===== config.mk =====
export PLATFORM = sky130hd
export DESIGN_NAME = pcicfg_cyc_gen
export DESIGN_NICKNAME = d
export VERILOG_FILES = /design/src/rtl/pcicfg_pkg.sv /design/src/rtl/pcicfg_addr_form.sv /design/src/rtl/pcicfg_lane.sv /design/src/rtl/pcicfg_cyc_gen.sv
export SDC_FILE = /design/constraint.sdc
export NUM_CORES = 1
export LEC_CHECK = 0
export BUFFER_PORTS_ARGS = -buffer_cell sky130_fd_sc_hd__buf_2
export CELL_PAD_IN_SITES_DETAIL_PLACEMENT = 0
export CELL_PAD_IN_SITES_GLOBAL_PLACEMENT = 1
export CORE_UTILIZATION = 35
export DETAILED_ROUTE_END_ITERATION = 12
export PLACE_DENSITY = 0.83
export SLEW_MARGIN = 40
export SYNTH_ARGS = -nofsm -noshare
export SYNTH_HDL_FRONTEND = slang
export SYNTH_SLANG_ARGS = --single-unit

===== constraint.sdc =====
create_clock -name clk -period 3.4 [get_ports clk]
set_clock_uncertainty 0.2 [all_clocks]
set_input_delay 0.68 -clock clk [delete_from_list [all_inputs] [get_ports clk]]
set_output_delay 0.68 -clock clk [all_outputs]
set_load 0.005 [all_outputs]

===== src/rtl/pcicfg_pkg.sv =====
package pcicfg_pkg;

    localparam int CFG_DATA_W  = 32;
    localparam int CFG_ADDR_W  = 24;
    localparam int MODE_LSB    = 30;
    localparam logic [1:0] MODE_TYPE1 = 2'b01;

    typedef enum logic [2:0] {
        ST_IDLE,
        ST_CHECK,
        ST_MODE,
        ST_ISSUE,
        ST_WINDOW,
        ST_RESTORE,
        ST_RESP
    } seq_state_e;

endpackage


===== src/rtl/pcicfg_addr_form.sv =====
module pcicfg_addr_form #(
    parameter int          HOST_W   = 40,
    parameter logic [63:0] CFG_BASE = 64'h38_0000_0000,
    parameter int          MAX_DEV  = 8
) (
    input  logic [7:0]        bus_i,
    input  logic [7:0]        devfn_i,
    input  logic [7:0]        off_i,
    input  logic [2:0]        size_i,
    output logic              type1_o,
    output logic              reject_o,
    output logic [HOST_W-1:0] host_o
);
    import pcicfg_pkg::*;

    localparam int SPARSE_SH = 5;
    localparam int SEL_LSB   = 11;
    localparam int PAD_W     = CFG_ADDR_W - SEL_LSB;

    logic [4:0]            dev;
    logic [2:0]            fn;
    logic [CFG_ADDR_W-1:0] t0_addr;
    logic [CFG_ADDR_W-1:0] t1_addr;
    logic [CFG_ADDR_W-1:0] cfg_addr;
    logic                  size_ok;
    logic                  dev_ok;
    logic [HOST_W-1:0]     size_code;

    always_comb begin
        dev      = devfn_i[7:3];
        fn       = devfn_i[2:0];
        type1_o  = |bus_i;
        size_ok  = (size_i == 3'd1) || (size_i == 3'd2) || (size_i == 3'd4);
        dev_ok   = type1_o || (int'(dev) <= MAX_DEV);
        reject_o = !size_ok || !dev_ok;
        t0_addr  = (CFG_ADDR_W'(1) << (SEL_LSB + int'(dev))) | {{PAD_W{1'b0}}, fn, off_i};
        t1_addr  = {bus_i, devfn_i, off_i};
        cfg_addr = type1_o ? t1_addr : t0_addr;
        size_code = HOST_W'({size_i - 3'd1, 3'b000});
        host_o   = (HOST_W'(cfg_addr) << SPARSE_SH) + size_code + HOST_W'(CFG_BASE);
    end

endmodule


===== src/rtl/pcicfg_lane.sv =====
module pcicfg_lane #(
    parameter int DATA_W = 32
) (
    input  logic [1:0]        off_lo_i,
    input  logic [DATA_W-1:0] rd_raw_i,
    input  logic [DATA_W-1:0] wr_raw_i,
    input  logic              abort_i,
    input  logic              quiet_i,
    output logic [DATA_W-1:0] rd_o,
    output logic [DATA_W-1:0] wr_o
);
    localparam int SH_W = $clog2(DATA_W);

    logic [SH_W-1:0] sh;

    always_comb begin
        sh = SH_W'({off_lo_i, 3'b000});
        if (quiet_i)      rd_o = '0;
        else if (abort_i) rd_o = '1;
        else              rd_o = rd_raw_i >> sh;
        wr_o = wr_raw_i << sh;
    end

endmodule


===== src/rtl/pcicfg_cyc_gen.sv =====
module pcicfg_cyc_gen #(
    parameter int          HOST_W      = 40,
    parameter logic [63:0] CFG_BASE    = 64'h38_0000_0000,
    parameter int          MAX_DEV     = 8,
    parameter int          WAIT_CYCLES = 16
) (
    input  logic              clk,
    input  logic              rst_n,
    input  logic              req_i,
    input  logic              req_write_i,
    input  logic [7:0]        req_bus_i,
    input  logic [7:0]        req_devfn_i,
    input  logic [7:0]        req_off_i,
    input  logic [2:0]        req_size_i,
    input  logic [31:0]       req_wdata_i,
    output logic              busy_o,
    output logic              ack_o,
    output logic              rsp_err_o,
    output logic              rsp_abort_o,
    output logic [31:0]       rsp_rdata_o,
    output logic              cyc_stb_o,
    input  logic              cyc_ack_i,
    output logic              cyc_type1_o,
    output logic              cyc_write_o,
    output logic [HOST_W-1:0] cyc_addr_o,
    output logic [31:0]       cyc_wdata_o,
    input  logic [31:0]       cyc_rdata_i,
    input  logic              cyc_abort_i,
    input  logic [31:0]       ext_rdata_i,
    output logic              ext_we_o,
    output logic [31:0]       ext_wdata_o
);
    import pcicfg_pkg::*;

    localparam int CNT_W = $clog2(WAIT_CYCLES + 1);
    localparam int DW    = CFG_DATA_W;

    typedef struct packed {
        seq_state_e       st;
        logic             wr;
        logic [7:0]       bus;
        logic [7:0]       devfn;
        logic [7:0]       off;
        logic [2:0]       size;
        logic [DW-1:0]    wdata;
        logic [DW-1:0]    saved;
        logic [DW-1:0]    rdata;
        logic             abort;
        logic             reject;
        logic [CNT_W-1:0] cnt;
    } seq_t;

    seq_t s_d, s_q;

    logic type1_w;
    logic reject_w;
    logic quiet_w;

    pcicfg_addr_form #(
        .HOST_W   (HOST_W),
        .CFG_BASE (CFG_BASE),
        .MAX_DEV  (MAX_DEV)
    ) u_addr (
        .bus_i    (s_q.bus),
        .devfn_i  (s_q.devfn),
        .off_i    (s_q.off),
        .size_i   (s_q.size),
        .type1_o  (type1_w),
        .reject_o (reject_w),
        .host_o   (cyc_addr_o)
    );

    assign quiet_w = s_q.wr || s_q.reject;

    pcicfg_lane #(.DATA_W(DW)) u_lane (
        .off_lo_i (s_q.off[1:0]),
        .rd_raw_i (s_q.rdata),
        .wr_raw_i (s_q.wdata),
        .abort_i  (s_q.abort),
        .quiet_i  (quiet_w),
        .rd_o     (rsp_rdata_o),
        .wr_o     (cyc_wdata_o)
    );

    always_comb begin
        s_d = s_q;
        unique case (s_q.st)
            ST_IDLE: begin
                if (req_i) begin
                    s_d.wr     = req_write_i;
                    s_d.bus    = req_bus_i;
                    s_d.devfn  = req_devfn_i;
                    s_d.off    = req_off_i;
                    s_d.size   = req_size_i;
                    s_d.wdata  = req_wdata_i;
                    s_d.rdata  = '0;
                    s_d.abort  = 1'b0;
                    s_d.reject = 1'b0;
                    s_d.st     = ST_CHECK;
                end
            end
            ST_CHECK: begin
                s_d.reject = reject_w;
                s_d.saved  = ext_rdata_i & ~({2'b11, {(DW-2){1'b0}}});
                if (reject_w)     s_d.st = ST_RESP;
                else if (type1_w) s_d.st = ST_MODE;
                else              s_d.st = ST_ISSUE;
            end
            ST_MODE: s_d.st = ST_ISSUE;
            ST_ISSUE: begin
                if (cyc_abort_i) s_d.abort = 1'b1;
                if (cyc_ack_i) begin
                    s_d.rdata = cyc_rdata_i;
                    s_d.cnt   = CNT_W'(WAIT_CYCLES - 1);
                    s_d.st    = ST_WINDOW;
                end
            end
            ST_WINDOW: begin
                if (cyc_abort_i) s_d.abort = 1'b1;
                if (s_q.cnt == '0) s_d.st = type1_w ? ST_RESTORE : ST_RESP;
                else               s_d.cnt = s_q.cnt - 1'b1;
            end
            ST_RESTORE: s_d.st = ST_RESP;
            ST_RESP:    s_d.st = ST_IDLE;
            default:    s_d.st = ST_IDLE;
        endcase
    end

    always_ff @(posedge clk) begin
        if (!rst_n) s_q <= '0;
        else        s_q <= s_d;
    end

    always_comb begin
        busy_o      = (s_q.st != ST_IDLE);
        ack_o       = (s_q.st == ST_RESP);
        rsp_err_o   = s_q.reject;
        rsp_abort_o = s_q.abort;
        cyc_stb_o   = (s_q.st == ST_ISSUE);
        cyc_type1_o = type1_w;
        cyc_write_o = s_q.wr;
        ext_we_o    = (s_q.st == ST_MODE) || (s_q.st == ST_RESTORE);
        ext_wdata_o = s_q.saved;
        if (s_q.st == ST_MODE) ext_wdata_o[DW-1:MODE_LSB] = MODE_TYPE1;
    end

    // Tracks whether the current request has issued a strobe.
    logic stb_seen_q;
    always_ff @(posedge clk) begin
        if (!rst_n)                          stb_seen_q <= 1'b0;
        else if (s_q.st == ST_IDLE && req_i) stb_seen_q <= 1'b0;
        else if (cyc_stb_o)                  stb_seen_q <= 1'b1;
    end

    p_reject_no_cycle_r2: assert property (@(posedge clk) disable iff (!rst_n)
        ack_o && rsp_err_o |-> !stb_seen_q);

    p_mode_before_stb_r7: assert property (@(posedge clk) disable iff (!rst_n)
        $rose(cyc_stb_o) && cyc_type1_o |->
            $past(ext_we_o) && ($past(ext_wdata_o[DW-1:MODE_LSB]) == MODE_TYPE1));

    p_restore_before_ack_r8: assert property (@(posedge clk) disable iff (!rst_n)
        ack_o && cyc_type1_o && !rsp_err_o |->
            $past(ext_we_o) && ($past(ext_wdata_o[DW-1:MODE_LSB]) == 2'b00));

    p_abort_ones_r9: assert property (@(posedge clk) disable iff (!rst_n)
        ack_o && rsp_abort_o && !cyc_write_o |-> (rsp_rdata_o == '1));

    p_ext_while_busy_r11: assert property (@(posedge clk) disable iff (!rst_n)
        ext_we_o |-> busy_o);

    p_ack_single_r11: assert property (@(posedge clk) disable iff (!rst_n)
        ack_o |=> !ack_o && !busy_o);

endmodule


==> impl_results.md, run 1 <==
* Outcome: finished with violations
* Violated checks: setup timing
* Total global routing overflow at 0
* Yosys warnings at 0
* Clock Tree Buf Depth at 2
* Area of the multi-input gates at 4014 um^2
* Root Driver: clkbuf_16
* Largest net degree at the start of global routing at 62
* Register Area at 2648 um^2
* CP max FO at 4
* Core Region at 20,170 um^2
* Post-synth EDFFs at 0
* VDD IR-drop max at 0.3353 mV
* Syn Inst Count at 986
* Initial antenna violation count at 5
* Final WL at 22,090 um
* Commonest non-fill, non-tap cells in the layout: buf_2, nand2_1, a21oi_1
* Final net count at 1,315
* Ys flop type: dfxtp_1
* Vias per cell at 4.997
* Synthesized flop and latch total at 132
* Clock Latency Late Sink at 0.42 ns
* Hold path start: ext_wdata_o[6]
* Leakage at 0.003956 uW
* Clock tree from TritonCTS: yes
* Layout cells sized above 1 at 30.06%
* First-pass GRT wire length at 35,040 um
* Setup crit start kind: flip-flop
* Critical path class: flip-flop to output port
* Critical path required time at 2.52 ns
* Antenna violation net count after detailed routing at 0
* Drc violations at 0
* Dpl hpwl at 15,440 um
* Synth top area share at 36.70%
* Worst Setup End Kind: output port
* Synth async-reset ratio at 0%
* Tmin final at 3.527 ns
* Ports at 273
* First-pass DRT Iterations at 5
* Vias in the first global route at 6,975
* Wirelength per Cell at 15.09 um
* Max cap viols at 0
* FILL cells at 2,147
* DIE AREA at 21,150 um^2
* Final setup vio count at 8
* PwrDens at 583.7 nW/um^2
* Die height at 145.4 um
* WP data arrival at 2.65 ns
* Area leader, netlist: dfxtp_1
* Period Utilization, post-route at 103.7%
* Gr usage total at 20.78%
* Unique masters post-synth at 51
* Area grow syn2layout at 27.19%
* Register area share after synthesis at 36.70%
* Worst-Margin Slew at 0.7069 ns
* Setup WS post-layout at -0.1268 ns
* Final setup TNS at -0.4022 ns
* Max Clk Rate at 0.2835 GHz
* Final Hold Slack at 0.2483 ns
* Commonest non-fill, non-tap cell in the layout: buf_2
* Vias at 7,316
* Synth area leaders: dfxtp_1, nand2_1, a21oi_1
* Cts hold-fix bufs at 0
* RSZ-0062 raised after global routing: true
* Iter 0 DRT Violations at 336
* Worst r2r src: s_q[131]
* Num CTS Buffers at 17
* Area of the mapped netlist at 7201 um^2
* Overall Power at 5346 uW
* Final core utilization at 45.41%
* H-tree levels at 4
* Routability cong. at 0.8509
* Slew HR at 52.21%
* IO buf count at 256
* Max Slew Vio Count at 0
* Clock transition at the registers of the reported paths at 0.06 ns
* CTS Sinks at 132
* Hold Vio Cnt, Final at 0
* Hold WC Path Type: flip-flop to flip-flop
* Std-Cell Rows at 52
* DIE WIDTH at 145.4 um
* Crit path launch: s_q[103]
* Average size of a mapped cell at 7.303 um^2
* Starting Density at 35.70%
[where the power goes]
| group | internal (uW) | switching, uW | total (uW) | leakage (uW) |
|---|---|---|---|---|
| Sequential | 1720 | 168 | 1890 | 0.00108 |
| Clock | 1100 | 688 | 1790 | 0.000276 |
| Combinational | 637 | 1030 | 1660 | 0.00260 |
[area by class of cell]
class                   count  area share (%)
clock buffers              25           5.519
repair buffers            284           16.60
well taps                 270           3.689
diodes                      3         0.08197
multi-input cells         729           43.83
clock inverters             7          0.7787
inverters                  14          0.6011
flip-flops and latches    132           28.91
[per-layer routing]
layer / part of all wire [%] / vias to the layer above / track usage, % / wire length [um]
met2: 48 / 237 / 35.05 / 10560
met5: 0.11 / - / 0 / 25
li1: - / 3643 / - / -
met3: 7.2 / 33 / 7.241 / 1594
met4: 1.6 / 4 / 7.579 / 361
met1: 43 / 3399 / 24.30 / 9547
[flip-flops by register name, indices dropped and copies added (netlist names)]
signal       flops
s_q             99
ext_wdata_o     30
cyc_write_o      1
rsp_abort_o      1
rsp_err_o        1
[path summary, 6_finish.rpt]
path | end | slack [ns] | cells after the start
worst max-delay path | cyc_addr_o[27] | -0.13 | 12
worst min-delay path | ext_wdata_o[6] | 0.25 | 2
worst max register to register | s_q[11] | 0.89 | 5
worst min register to register | ext_wdata_o[6] | 0.25 | 2
[synthesized netlist by cell type, types with 4 or more instances]
cell	count
clkbuf_1	53
buf_2	14
xor2_1	8
mux4_2	8
nor3_1	6
nand2_1	232
a31oi_1	5
nor4_1	4
dfxtp_1	132
nand3_1	43
buf_4	48
ha_1	8
a211oi_1	16
nand4_1	6
o21ai_0	21
xnor2_1	13
nor3b_1	4
nor2b_1	11
nor2_1	93
or2_2	4
a21oi_1	146
buf_1	7
and2_1	12
mux2i_1	34
inv_1	12
[timing repair]
item	CTS	global route
resized for setup	24	7
setup endpoints to repair	12	14
endpoints found under the hold margin	0	0
pin swaps	9	10
setup buffers	5	4
[worst max-delay path: stages (launching register included)]
cell     delay, ns
dfxtp_2       0.33
inv_2         0.08
ha_4          0.13
xor2_1        0.15
ha_2          0.22
ha_4          0.14
and4_4        0.23
nor3b_4       0.29
nand3_4       0.15
buf_6         0.16
nor2_4        0.09
xnor2_1       0.11
buf_2         0.13
[stage by stage]
step	cell area, um^2	std cells	setup WS [ns]
after floorplan	7246	998	0.2568
after global placement	8389	1421	0.1217
after detailed placement	8394	1421	0.07186
after CTS	9095	1457	-0.1328
after global routing	9154	1462	-0.2578
final	9159	1464	-0.1268
[cell families (layout without fill, tap and decap cells)]
| kind of cell | after synthesis | in the layout | share of synthesized area (%) |
|---|---|---|---|
| multiplexers | 42 | 42 | 7.229 |
| buffers and inverters | 137 | 330 | 9.991 |
| AO/OA/AOI/OAI | 209 | 209 | 16.00 |
| XOR/XNOR | 21 | 21 | 2.554 |
| other | 2 | 17 | 0.1043 |
| adder cells (fa/ha/maj) | 8 | 8 | 1.390 |
| AND/OR/NAND/NOR | 435 | 435 | 26.03 |
| flip-flops | 132 | 132 | 36.70 |
Note: power is estimated with default switching activity, not from simulation.
==> run 2, diff against run 1 <==
Settings changed: RECOVER_POWER set to 50.
==> run 2 against run 1 <==
Effect of this change: the run still ends with setup timing left; worst hold slack barely moved; total power barely moved; flip-flop and latch count did not move; first-iteration DRC count fell by 13%; setup slack improved by 0.0073 ns; cell count did not move; critical path type unchanged; critical endpoint unchanged; largest cell class unchanged.
==> impl_results.md, run 2 (synthesized netlist as in run 1, its figures left out) <==
* Outcome: finished with violations
* Violated checks: setup timing
* Worst-path cell chain: inv_2, ha_4, xor2_1, ha_2, ha_4, and4_4, nor3b_4, nand3_4, buf_6, nor2_4, xnor2_1, buf_2
* FILL cells at 2,153 (+0.28%)
* Final core utilization at 45.31% (-0.099 points)
* VDD IR-drop max at 0.3362 mV (+0.26%)
* Final setup vio count at 8 (unchanged)
* Critical path class: flip-flop to output port
* Reg2Reg Depth at 5 (unchanged)
* Setup crit start kind: flip-flop
* Std-Cell Rows at 52 (unchanged)
* CP max FO at 4 (unchanged)
* Die height at 145.4 um (unchanged)
* Core Region at 20,170 um^2 (unchanged)
* Top reg by flops: s_q
* Hold WC Path Type: flip-flop to flip-flop
* Worst r2r src: s_q[131]
* PwrDens at 584.7 nW/um^2 (+0.18%)
* Max Clk Rate at 0.2841 GHz (+0.21%)
* RR Endpoint: s_q[11]
* Initial antenna violation count at 5 (unchanged)
* Commonest non-fill, non-tap cell in the layout: buf_2
* Top delay family on crit path: simple AND/OR/NAND/NOR gates
* Vias per cell at 5.003 (+0.12%)
* Vias in the first global route at 6,975 (unchanged)
* Period Utilization, post-route at 103.5% (-0.22 points)
* Setup WS post-layout at -0.1194 ns (+0.007324 ns)
* Max cap viols at 0 (unchanged)
* First-pass GRT wire length at 35,040 um (unchanged)
* Routability cong. at 0.8509 (unchanged)
* Antenna violation net count after detailed routing at 0 (unchanged)
* Hold Vio Cnt, Final at 0 (unchanged)
* Drc violations at 0 (unchanged)
* WP data arrival at 2.64 ns (about the same)
* Largest net degree at the start of global routing at 62 (unchanged)
* Crit path launch: s_q[103]
* Clock Tree Buf Depth at 2 (unchanged)
* CTS Sinks at 132 (unchanged)
* H-tree levels at 4 (unchanged)
* Buf+Inv Stages, Crit Path at 3 (unchanged)
* Total global routing overflow at 0 (unchanged)
* Gr usage total at 20.78% (unchanged)
* CP peak stage delay at 0.33 ns (about the same)
* Worst Setup End Kind: output port
* Vias at 7,325 (+0.12%)
* Tmin final at 3.519 ns (-0.007324 ns)
* Post-place setup slack at 0.07186 ns (unchanged)
* R2r setup slk at 0.89 ns (about the same)
* Area grow syn2layout at 26.92%
* IO buf count at 256 (unchanged)
* Wirelength per Cell at 15.14 um (+0.31%)
* Clock transition at the registers of the reported paths at 0.06 ns (about the same)
* Critical path required time at 2.52 ns (about the same)
* Slew HR at 53.56% (+1.3 points)
* DIE AREA at 21,150 um^2 (unchanged)
* Layout cells sized above 1 at 28.72% (-1.3 points)
* Critical path depth at 12 (unchanged)
* Crit path capture: cyc_addr_o[27]
* Critical path's slowest cell: dfxtp_2
* First-pass DRT Iterations at 5 (unchanged)
* Num CTS Buffers at 17 (unchanged)
* RSZ-0062 raised after global routing: true
* Final net count at 1,315 (unchanged)
* Max Slew Vio Count at 0 (unchanged)
* Clock Latency Late Sink at 0.42 ns (about the same)
* Ports at 273 (unchanged)
* Root Driver: clkbuf_16
* Dpl hpwl at 15,440 um (unchanged)
* Largest register FFs at 99 (unchanged)
* Commonest non-fill, non-tap cells in the layout: buf_2, nand2_1, a21oi_1
* Clock tree from TritonCTS: yes
* Leakage at 0.003888 uW (-1.7%)
* DIE WIDTH at 145.4 um (unchanged)
* Iter 0 DRT Violations at 292 (-13%)
* Final WL at 22,160 um (+0.31%)
* Worst-Margin Slew at 0.6870 ns (-0.01994 ns)
* Most frequent CP cell: ha_4
* Starting Density at 35.70% (unchanged)
run 2: how the worst min path moves through the flow:
| stage | startpoint | to | slack (ns) | cells after the start |
|---|---|---|---|---|
| detailed placement | s_q[99] | s_q[99] | 0.24 | 2 |
| finish | ext_wdata_o[6] | ext_wdata_o[6] | 0.25 | 2 |
| floorplan | s_q[10] | s_q[10] | 0.23 | 2 |
| global placement | ext_wdata_o[21] | ext_wdata_o[21] | 0.24 | 2 |
| global route | s_q[7] | s_q[7] | 0.27 | 2 |
| CTS | s_q[99] | s_q[99] | 0.25 | 2 |
run 2: metal layers:
layer,routed length (um),track usage (%),vias up
met2,10640,35.05,244
met3,1641,7.241,33
met1,9490,24.30,3398
met5,25,0,-
li1,-,-,3646
met4,361,7.579,4
run 2: power by group:
group	switching, uW	internal, uW	total, uW
clock network	691	1100	1790
registers	168	1720	1890
logic	1030	631	1660
run 2: worst min-delay path: cells and delay by family (launching register included):
| kind | cells | cell delay, ns |
|---|---|---|
| flip-flops | 1 | 0.30 |
| AND/OR/NAND/NOR | 1 | 0.05 |
| AO/OA/AOI/OAI | 1 | 0.05 |
run 2: layout make-up:
cell class              instances  area [um^2]  area share [%]
multi-input cells             729         4014           43.92
flip-flops and latches        132         2648           28.97
repair buffers                284         1500           16.42
clock buffers                  25        505.5           5.531
well taps                     270        337.8           3.697
clock inverters                 7        71.32          0.7804
inverters                      14        55.05          0.6024
diodes                          3        7.507         0.08215
run 2: stage by stage:
step,setup TNS [ns],cell area [um^2],cells,hold WS (ns),total power [uW]
4_1_cts,-0.5173,9095,1457,0.2509,5416
6_report,-0.3849,9139,1464,0.2483,5344
5_1_grt,-2.395,9134,1462,0.2694,5677
2_1_floorplan,0,7246,998,0.2290,3006
3_5_place_dp,0,8394,1421,0.2431,3571
3_3_place_gp,0,8389,1421,0.2390,3561
run 2: repair_timing:
action / 4_1_cts / 5_1_grt
hold buffers: 0 / 0
buffers inserted: 5 / 4
pin swaps: 9 / 10
setup endpoints to repair: 12 / 14
gates resized for setup: 24 / 7
gates cloned: 0 / 0
endpoints found under the hold margin: 0 / 0
==> run 3, diff against run 2 <==
Settings changed: PLACE_DENSITY 0.83 to 0.92.
==> run 3 against run 2 <==
Effect of this change: the flow still finishes with violations (setup timing); setup slack improved by 0.071 ns; critical endpoint is now cyc_addr_o[17]; highest routed layer is now met4; cell count unchanged; worst hold slack improved by 0.0031 ns; die area unchanged; sequential power about the same; core utilization decreased by 0.14 points.
==> impl_results.md, run 3 (synthesized netlist as in run 1, its figures left out) <==
* Outcome: finished with violations
* Violated checks: setup timing
* Finished Cell Area at 9110 um^2 (-0.31%)
* Overall Power at 5346 uW (about the same)
* IO buf count at 256 (unchanged)
* Commonest non-fill, non-tap cells in the layout: buf_2, nand2_1, a21oi_1
* Initial antenna violation count at 2 (-3)
* Root Driver: clkbuf_16
* Max Clk Rate at 0.2900 GHz (+2.1%)
* Vias per cell at 5.055 (+1.0%)
* Worst Setup End Kind: output port
* H-tree levels at 4 (unchanged)
* Final setup vio count at 4 (-4)
* Hold Vio Cnt, Final at 0 (unchanged)
* Max Slew Vio Count at 0 (unchanged)
* RSZ-0062 raised after global routing: true
* Most frequent CP cell: ha_4
* M1 WL at 9644 um (+1.6%)
* Setup WS post-layout at -0.04848 ns (+0.07096 ns)
* Vias at 7,401 (+1.0%)
* Commonest non-fill, non-tap cell in the layout: buf_2
* VDD IR-drop max at 0.3898 mV (+16%)
* Final WL at 22,480 um (+1.4%)
* Max cap viols at 0 (unchanged)
* Std-Cell Rows at 52 (unchanged)
* Largest net degree at the start of global routing at 66 (+6.5%)
* Layout cells sized above 1 at 29.19% (+0.48 points)
* Starting Density at 35.70% (unchanged)
* Gr usage total at 21.06% (+0.29 points)
* Ports at 273 (unchanged)
* First-pass GRT wire length at 35,610 um (+1.6%)
* Core Region at 20,170 um^2 (unchanged)
* CTS Sinks at 132 (unchanged)
* Worst-Margin Slew at 1.324 ns (+0.6370 ns)
* Critical path required time at 2.52 ns (about the same)
* DIE WIDTH at 145.4 um (unchanged)
* Clock Tree Buf Depth at 2 (unchanged)
* Leakage at 0.003854 uW (-0.88%)
* Slew HR at 11.73% (-42 points)
* Cts hold-fix bufs at 0 (unchanged)
* CP peak stage delay at 0.35 ns (+0.02 ns)
* Top reg by flops: s_q
* Routability cong. at 0.8914 (+4.8%)
* Placement Cell Area at 8389 um^2 (about the same)
* Final Hold Slack at 0.2514 ns (+0.003140 ns)
* Tmin final at 3.448 ns (-0.07096 ns)
* DIE AREA at 21,150 um^2 (unchanged)
* Drc violations at 0 (unchanged)
* Hold WC Path Type: flip-flop to flip-flop
* Post-place setup slack at -0.005002 ns (-0.07686 ns)
* Wirelength per Cell at 15.36 um (+1.4%)
* Clock Latency Late Sink at 0.42 ns (about the same)
* Iter 0 DRT Violations at 421 (+44%)
* Critical path class: flip-flop to output port
* Dpl hpwl at 15,530 um (+0.58%)
* Die height at 145.4 um (unchanged)
* Total global routing overflow at 0 (unchanged)
* Final net count at 1,316 (+0.076%)
* WL met3 at 1928 um (+17%)
* Routed met2 length at 10,440 um (-1.9%)
* Area grow syn2layout at 26.52%
* First-pass DRT Iterations at 5 (unchanged)
* CP max FO at 4 (unchanged)
* Period Utilization, post-route at 101.4% (-2.1 points)
* Final core utilization at 45.17% (-0.14 points)
* WP data arrival at 2.57 ns (-0.07 ns)
* Worst-path cell chain: inv_2, ha_4, xor2_1, ha_2, ha_4, and4_4, nor3b_2, buf_4, and2_4, a21o_1, a22oi_1, buf_2
* Clock transition at the registers of the reported paths at 0.06 ns (about the same)
* PwrDens at 586.8 nW/um^2 (+0.35%)
* Antenna violation net count after detailed routing at 0 (unchanged)
* Highest Signal Layer: met4
* Setup crit start kind: flip-flop
* Clock tree from TritonCTS: yes
* Num CTS Buffers at 17 (unchanged)
* Critical path's slowest cell: dfxtp_2
* Largest register FFs at 99 (unchanged)
* Vias in the first global route at 6,914 (-0.87%)
==> run 3: changes by cell type in the layout (fill, tap and decap cells not counted), sizes merged <==
| cell | before | now |
|---|---|---|
| buf | 268 | 271 |
| clkbuf | 41 | 33 |
| diode | 3 | 2 |
| inv | 13 | 17 |
| clkinv | 4 | 3 |
| clkinvlp | 3 | 6 |
==> run 3: power by group <==
| group | switching [uW] | internal, uW | total (uW) | leakage, uW |
|---|---|---|---|---|
| clock network | 754 | 1040 | 1790 | 0.000261 |
| registers | 175 | 1720 | 1900 | 0.00108 |
| logic | 1030 | 626 | 1660 | 0.00252 |
==> run 3: path summary, 6_finish.rpt <==
kind                        start              end  slack, ns  cells past startpoint
setup / recovery         s_q[104]   cyc_addr_o[17]      -0.05                     12
hold / removal    ext_wdata_o[28]  ext_wdata_o[28]       0.25                      2
hold reg to reg   ext_wdata_o[28]  ext_wdata_o[28]       0.25                      2
setup reg to reg         s_q[131]          s_q[81]       0.64                      5
==> run 3: stage by stage <==
stage,instances,setup TNS [ns]
finish,1464,-0.1054
floorplan,998,0
detailed placement,1421,-0.005002
global placement,1421,0
CTS,1460,-0.3180
global route,1464,-1.160
==> run 3: worst max-delay path: cells and delay by family (launching register included) <==
kind	cells	cell delay, ns
AOI/OAI and AO/OA	2	0.33
xor gates and xnor gates	1	0.14
adders and majority gates	3	0.52
buffers and inverters	3	0.34
DFF	1	0.35
and+or+nand+nor	3	0.47
==> run 3: per-layer routing <==
layer  global-route usage, %  vias to the layer above
met5                       0                        -
met1                   25.93                     3421
met2                   34.16                      309
li1                        -                     3645
met4                   8.526                        0
met3                   6.552                       26
==> run 3: area by class of cell <==
cell class,instances,area (um^2)
antenna,2,5.005
clock buffer,19,442.9
clock inverter,13,126.4
fill,2105,11060
inverter,14,55.05
multi-input combinational,729,3989
sequential,132,2649
tap,270,337.8
timing repair buffer,285,1505
==> run 3: timing repair <==
action                     CTS  global route
setup endpoints to repair   14            13
pin swaps                    8            10
setup buffers                7             2
gates resized for setup     21             8
